$ cat src/rtl/muldiv_pkg.sv
package muldiv_pkg;

    typedef enum logic [1:0] {
        OP_MULU = 2'd0,
        OP_MULS = 2'd1,
        OP_DIVU = 2'd2,
        OP_RSVD = 2'd3
    } md_op_e;

endpackage

$ cat src/rtl/muldiv_prep.sv
module muldiv_prep
    import muldiv_pkg::*;
#(
    parameter int W = 16
) (
    input  md_op_e                        op,
    input  logic                          wide,
    input  logic [2*W-1:0]                dst,
    input  logic [W-1:0]                  src,
    output logic [2*W-1:0]                acc_init,
    output logic [2*W-1:0]                mq_init,
    output logic [2*W-1:0]                mc_init,
    output logic [$clog2(2*W)-1:0]        cnt_init,
    output logic                          is_div,
    output logic                          neg,
    output logic                          dz,
    output logic                          dmsb
);
    localparam int HW = W / 2;
    localparam int DW = 2 * W;
    localparam int CW = $clog2(DW);

    logic [W-1:0] lo_mask;
    logic [W-1:0] a_ext;
    logic [W-1:0] b_ext;
    logic [W-1:0] a_mag;
    logic [W-1:0] b_mag;
    logic         a_sgn;
    logic         b_sgn;
    logic         sgn_mul;

    always_comb begin
        lo_mask = wide ? {W{1'b1}} : {{(W-HW){1'b0}}, {HW{1'b1}}};
        a_ext   = dst[W-1:0] & lo_mask;
        b_ext   = src & lo_mask;
        sgn_mul = (op == OP_MULS);
        a_sgn   = sgn_mul & (wide ? dst[W-1] : dst[HW-1]);
        b_sgn   = sgn_mul & (wide ? src[W-1] : src[HW-1]);
        a_mag   = a_sgn ? ((~a_ext + W'(1)) & lo_mask) : a_ext;
        b_mag   = b_sgn ? ((~b_ext + W'(1)) & lo_mask) : b_ext;
        is_div  = (op == OP_DIVU);
        dz      = is_div & (b_ext == '0);
        dmsb    = wide ? src[W-1] : src[HW-1];
        neg     = a_sgn ^ b_sgn;
        acc_init = '0;
        if (is_div) begin
            mq_init  = wide ? dst : {dst[W-1:0], {W{1'b0}}};
            mc_init  = {{W{1'b0}}, b_ext};
            if (dz) begin
                cnt_init = CW'(1);
            end else begin
                cnt_init = wide ? CW'(DW - 1) : CW'(W - 1);
            end
        end else begin
            mq_init  = {{W{1'b0}}, b_mag};
            mc_init  = {{W{1'b0}}, a_mag};
            cnt_init = wide ? CW'(W - 1) : CW'(HW - 1);
        end
    end

endmodule

$ cat src/rtl/muldiv_step.sv
module muldiv_step #(
    parameter int W = 16
) (
    input  logic           is_div,
    input  logic [2*W-1:0] acc,
    input  logic [2*W-1:0] mq,
    input  logic [2*W-1:0] mc,
    output logic [2*W-1:0] acc_n,
    output logic [2*W-1:0] mq_n,
    output logic [2*W-1:0] mc_n
);
    localparam int DW = 2 * W;

    logic [W:0] shifted;
    logic [W:0] trial;
    logic       fits;

    always_comb begin
        shifted = {acc[W-1:0], mq[DW-1]};
        fits    = (shifted >= {1'b0, mc[W-1:0]});
        trial   = shifted - {1'b0, mc[W-1:0]};
        if (is_div) begin
            acc_n = {{W{1'b0}}, (fits ? trial[W-1:0] : shifted[W-1:0])};
            mq_n  = {mq[DW-2:0], fits};
            mc_n  = mc;
        end else begin
            acc_n = acc + (mq[0] ? mc : '0);
            mq_n  = {1'b0, mq[DW-1:1]};
            mc_n  = {mc[DW-2:0], 1'b0};
        end
    end

endmodule

$ cat src/rtl/muldiv_pack.sv
module muldiv_pack #(
    parameter int W = 16
) (
    input  logic           is_div,
    input  logic           wide,
    input  logic           neg,
    input  logic           dz,
    input  logic [2*W-1:0] acc,
    input  logic [W-1:0]   quo,
    input  logic [2*W-1:0] keep,
    output logic [2*W-1:0] res
);
    localparam int HW = W / 2;
    localparam int DW = 2 * W;

    logic [DW-1:0] prod;

    always_comb begin
        prod = neg ? (~acc + DW'(1)) : acc;
        if (!is_div) begin
            res = wide ? prod : {keep[DW-1:W], prod[W-1:0]};
        end else if (dz) begin
            res = keep;
        end else if (wide) begin
            res = {acc[W-1:0], quo};
        end else begin
            res = {keep[DW-1:W], acc[HW-1:0], quo[HW-1:0]};
        end
    end

endmodule

$ cat src/rtl/muldiv_seq.sv
module muldiv_seq
    import muldiv_pkg::*;
#(
    parameter int W = 16
) (
    input  logic           clk,
    input  logic           rst_n,
    input  logic           start,
    input  logic [1:0]     op,
    input  logic           wide,
    input  logic [2*W-1:0] dst_in,
    input  logic [W-1:0]   src_in,
    output logic           busy,
    output logic           done,
    output logic [2*W-1:0] result,
    output logic           flag_n,
    output logic           flag_z,
    output logic           flag_dz
);
    localparam int DW = 2 * W;
    localparam int CW = $clog2(DW);

    typedef struct packed {
        logic          busy;
        logic          done;
        logic [CW-1:0] cnt;
        logic          is_div;
        logic          wide;
        logic          neg;
        logic          dz;
        logic          dmsb;
        logic [DW-1:0] acc;
        logic [DW-1:0] mq;
        logic [DW-1:0] mc;
        logic [DW-1:0] keep;
        logic [DW-1:0] res;
        logic          fn;
        logic          fz;
        logic          fdz;
    } md_state_t;

    md_state_t st_d, st_q;

    md_op_e        op_e;
    logic          accept;
    logic [DW-1:0] acc_init, mq_init, mc_init;
    logic [CW-1:0] cnt_init;
    logic          ld_div, ld_neg, ld_dz, ld_dmsb;
    logic [DW-1:0] acc_n, mq_n, mc_n;
    logic [DW-1:0] res_pk;

    assign op_e   = md_op_e'(op);
    assign accept = start && !st_q.busy && (op_e != OP_RSVD);

    muldiv_prep #(.W(W)) u_prep (
        .op       (op_e),
        .wide     (wide),
        .dst      (dst_in),
        .src      (src_in),
        .acc_init (acc_init),
        .mq_init  (mq_init),
        .mc_init  (mc_init),
        .cnt_init (cnt_init),
        .is_div   (ld_div),
        .neg      (ld_neg),
        .dz       (ld_dz),
        .dmsb     (ld_dmsb)
    );

    muldiv_step #(.W(W)) u_step (
        .is_div (st_q.is_div),
        .acc    (st_q.acc),
        .mq     (st_q.mq),
        .mc     (st_q.mc),
        .acc_n  (acc_n),
        .mq_n   (mq_n),
        .mc_n   (mc_n)
    );

    muldiv_pack #(.W(W)) u_pack (
        .is_div (st_q.is_div),
        .wide   (st_q.wide),
        .neg    (st_q.neg),
        .dz     (st_q.dz),
        .acc    (acc_n),
        .quo    (mq_n[W-1:0]),
        .keep   (st_q.keep),
        .res    (res_pk)
    );

    always_comb begin
        st_d      = st_q;
        st_d.done = 1'b0;
        if (st_q.busy) begin
            st_d.acc = acc_n;
            st_d.mq  = mq_n;
            st_d.mc  = mc_n;
            if (st_q.cnt == '0) begin
                st_d.busy = 1'b0;
                st_d.done = 1'b1;
                st_d.res  = res_pk;
                if (st_q.is_div) begin
                    st_d.fn  = st_q.dmsb;
                    st_d.fz  = st_q.dz;
                    st_d.fdz = st_q.dz;
                end
            end else begin
                st_d.cnt = st_q.cnt - CW'(1);
            end
        end else if (accept) begin
            st_d.busy   = 1'b1;
            st_d.cnt    = cnt_init;
            st_d.is_div = ld_div;
            st_d.wide   = wide;
            st_d.neg    = ld_neg;
            st_d.dz     = ld_dz;
            st_d.dmsb   = ld_dmsb;
            st_d.acc    = acc_init;
            st_d.mq     = mq_init;
            st_d.mc     = mc_init;
            st_d.keep   = dst_in;
        end
    end

    always_ff @(posedge clk or negedge rst_n) begin
        if (!rst_n) begin
            st_q <= '0;
        end else begin
            st_q <= st_d;
        end
    end

    assign busy    = st_q.busy;
    assign done    = st_q.done;
    assign result  = st_q.res;
    assign flag_n  = st_q.fn;
    assign flag_z  = st_q.fz;
    assign flag_dz = st_q.fdz;

endmodule

$ cat config.mk
export PLATFORM = sky130hd
export DESIGN_NAME = muldiv_seq
export DESIGN_NICKNAME = d
export VERILOG_FILES = /design/src/rtl/muldiv_pkg.sv /design/src/rtl/muldiv_prep.sv /design/src/rtl/muldiv_step.sv /design/src/rtl/muldiv_pack.sv /design/src/rtl/muldiv_seq.sv
export SDC_FILE = /design/constraint.sdc
export NUM_CORES = 1
export LEC_CHECK = 0
export ABC_AREA = 1
export BUFFER_PORTS_ARGS = -buffer_cell sky130_fd_sc_hd__buf_4
export CAP_MARGIN = 20
export CORE_MARGIN = 10
export CORE_UTILIZATION = 60
export CTS_BUF_LIST = sky130_fd_sc_hd__clkbuf_8
export DETAILED_ROUTE_END_ITERATION = 10
export GPL_TIMING_DRIVEN = 0
export MAX_ROUTING_LAYER = met4
export PLACE_DENSITY = 0.81
export SKIP_LAST_GASP = 1
export SLEW_MARGIN = 20
export SYNTH_ARGS = -nofsm -noshare
export SYNTH_HDL_FRONTEND = slang
export SYNTH_HIERARCHICAL = 1
export SYNTH_SLANG_ARGS = --single-unit
$ cat constraint.sdc
create_clock -name clk -period 8 [get_ports clk]
set_input_delay 0.4 -clock clk [delete_from_list [all_inputs] [get_ports clk]]
set_output_delay 0.4 -clock clk [all_outputs]
set_load 0.005 [all_outputs]
==> impl_metrics.json <==
{
  "worst_setup_path_start_kind": "flop",
  "port_buffers": 90,
  "rsz0062_at_grt": "false",
  "p_sw_frac": 0.579,
  "synth.distinct_cells": 49,
  "finish.utilization": 0.671,
  "hpwl_mm": 48.2,
  "cts_buffers": 17,
  "clock_power_share": 0.090,
  "drcViolationCount": 0,
  "fp.coreArea_mm2": 0.0268,
  "setup_viol": 0,
  "switchingPower_mw": 4.56,
  "required_ns": 8.40,
  "cp_max_fo": 10,
  "cpMostUsedCell": "nand2_1",
  "cts_tree": "done",
  "drtIter0Drc": 2569,
  "combPwrFrac": 0.699,
  "nNetsFinal": 2954,
  "antenna_found_initial": 0,
  "final.min_clock_period_ns": 4.61,
  "via_per_inst": 5.78,
  "cpPeakStageDelay_ns": 0.58,
  "synth_edf_count": 0,
  "drtAntennaViolNets": 0,
  "overflow": 0,
  "clk_latency_ns": 0.51,
  "vias": 18500,
  "hold_viol": 0,
  "worstPathArrival_ns": 5.01,
  "yosys_warnings": 6,
  "std_cell_rows": 60,
  "ir_worst_vdd_mv": 0.305,
  "cp_slowest_cell": "clkbuf_1",
  "synth-seq-cells": 174,
  "timing.slew.headroom": 0.326,
  "io-pin-count": 91,
  "syn_inst": 2689,
  "first_pass_iters": 9,
  "routed_wl_mm": 60.6,
  "cts.sinks": 174,
  "avgSynthCellArea_um2": 6.03,
  "drv_slew": 0,
  "cellLeakagePower_nw": 10.0,
  "drv_cap": 0,
  "gp_congestion": 1.14,
  "power.density_mw_per_mm2": 438,
  "synth_top_area_frac": 0.269,
  "critPathCaptureType": "flop",
  "crit_path_cell_trace": "clkbuf_1 > clkbuf_1 > nand2_1 > inv_1 > ha_1 > fa_1 > nand2_1 > o21ai_2 > nand2_1 > nand2_1 > nand2_1 > nand3_1 > nand2_1 > nor2_1 > nand2_1 > nor2_1 > nand2_1 > nand2_1 > o21ai_0 > a21oi_1 > a21oi_1 > nand2_1 > nand2_1",
  "die_w_um": 184,
  "tns_ns": 0,
  "dieHeight_um": 184,
  "cts_setup_buffers": 0,
  "dominantRegCellSynth": "dfrtp_1",
  "hold_class": "in -> reg",
  "internal_power_mw": 3.32,
  "post_drt_wl_per_cell_um": 18.9,
  "min_period_over_period": 0.576,
  "cts_root_buffer": "clkbuf_8",
  "yosys-top-cells-area": "dfrtp_1, nand2_1, nand3_1",
  "grt_pass1_wl_mm": 93.7,
  "fmax_mhz": 217,
  "critPathBufInv": 3,
  "htreeDepth": 4,
  "yosysSeqAreaShare": 0.269,
  "seq_power_share": 0.211,
  "die-area_mm2": 0.0340,
  "worstMarginPinSlew_ns": 1.00,
  "diodes": 0,
  "async_flop_share": 1.00,
  "cts_buffer_depth": 2,
  "finalPower_mw": 7.88,
  "grt_max_degree": 100,
  "syn_area_mm2": 0.0162,
  "cts-resized-gates": 0,
  "worstSetupPathType": "reg -> reg",
  "grt_util_all_layers": 0.364,
  "grt_pass1_vias": 17200,
  "finClkSkew_ns": 0.0269,
  "start_util": 0.605,
  "clkTransAtPathRegs_ns": 0.14,
  "synth_area_leader_cell": "dfrtp_1",
  "status": "complete, no violations",
  "final_layout_size_suffix_gt1_frac": 0.120,
  "critical_path.top_delay_family": "simple AND/OR/NAND/NOR gates",
  "fillers": 2491,
  "areaGrowthSynthToFinish_pct": 10.9
}
==> per-layer routing <==
| layer | GRT usage | vias up | routed length, um |
|---|---|---|---|
| li1 | - | 8694 | - |
| met1 | 0.449 | 8379 | 23800 |
| met2 | 0.536 | 1188 | 25800 |
| met3 | 0.0774 | 250 | 6700 |
| met4 | 0.221 | 0 | 4290 |
| met5 | - | - | 0 |
==> cell families after synthesis <==
logic type / Yosys count / share of synthesized area
and+or+nand+nor: 1663 / 0.431
buffers and inverters: 467 / 0.143
AOI/OAI and AO/OA: 304 / 0.102
DFF: 174 / 0.269
adders and majority gates: 53 / 0.0418
xor gates and xnor gates: 26 / 0.0140
other: 2 / 0.000463
==> per-stage QoR <==
stage                     hold slack (ns)  std cells  area [um^2]  worst slack, ns
after floorplan                     0.104       2736        16400             4.65
after global placement              0.457       3167        17500             3.51
after detailed placement            0.442       3168        17500             3.62
after CTS                          0.0848       3201        18000             3.61
after global routing               0.0835       3201        18000             3.13
final                              0.0904       3201        18000             3.39
==> synth_stat cells (all sizes together), types with 9 or more instances <==
cell type	count
a21oi	111
buf	147
clkbuf	41
dfrtp	174
ha	51
inv	278
nand2	1175
nand3	248
nand3b	21
nand4	18
nor2	174
nor3	18
o21ai	155
o21bai	9
o22ai	13
xnor2	9
xor2	17
==> worst paths after layout <==
kind                       startpoint          to  slack [ns]  cells after the start
hold / removal             dst_in[10]    st_q[45]        0.09                      3
setup / recovery             st_q[99]  result[13]        3.39                     23
setup reg to reg             st_q[99]  result[13]        3.39                     23
hold reg to reg            result[18]  result[18]        0.49                      2
max in group asynchronous       rst_n    st_q[65]        6.56                      3
min in group asynchronous       rst_n    st_q[93]        0.46                      2
==> power by group through the flow <==
stage,sequential [mW],clock [mW],combinational (mW)
2_1_floorplan,1.48,0,3.76
3_3_place_gp,1.64,0,5.17
3_5_place_dp,1.66,0,5.27
4_1_cts,1.64,0.712,5.30
5_1_grt,1.69,0.744,6.00
6_report,1.67,0.709,5.51
==> cells in the final DEF (no fill, tap or decap), drive strengths merged, types with 13 or more instances in the layout <==
cell type	count
nand2	1175
inv	289
nand3	248
buf	238
dfrtp	174
nor2	174
o21ai	155
a21oi	111
clkbuf	58
ha	51
conb	49
nand3b	21
nor3	18
nand4	18
xor2	17
o22ai	13
==> flip-flops by register name, indices dropped and copies added (netlist names) <==
signal	count
st_q	138
result	32
busy	1
done	1
flag_dz	1
flag_n	1
==> final cells by class <==
type	instances	area (um^2)	share of cell area
Tap cell	341	427	0.0237
Clock inverter	15	209	0.0116
Multi-Input combinational cell	2095	9720	0.541
Clock buffer	17	234	0.0130
Inverter	278	1050	0.0582
Buffer	189	1270	0.0705
Timing Repair Buffer	92	721	0.0401
Sequential cell	174	4350	0.242
==> worst min-delay path: cells and delay by family <==
| family | cells | cell delay, ns |
|---|---|---|
| AND/OR/NAND/NOR | 2 | 0.09 |
| buffers and inverters | 1 | 0.09 |
==> what timing repair did <==
action	CTS	global route
hold buffers	1	0
endpoints found under the hold margin	75	0
setup endpoints to repair	0	0
Power figures use the tool's default switching activity.
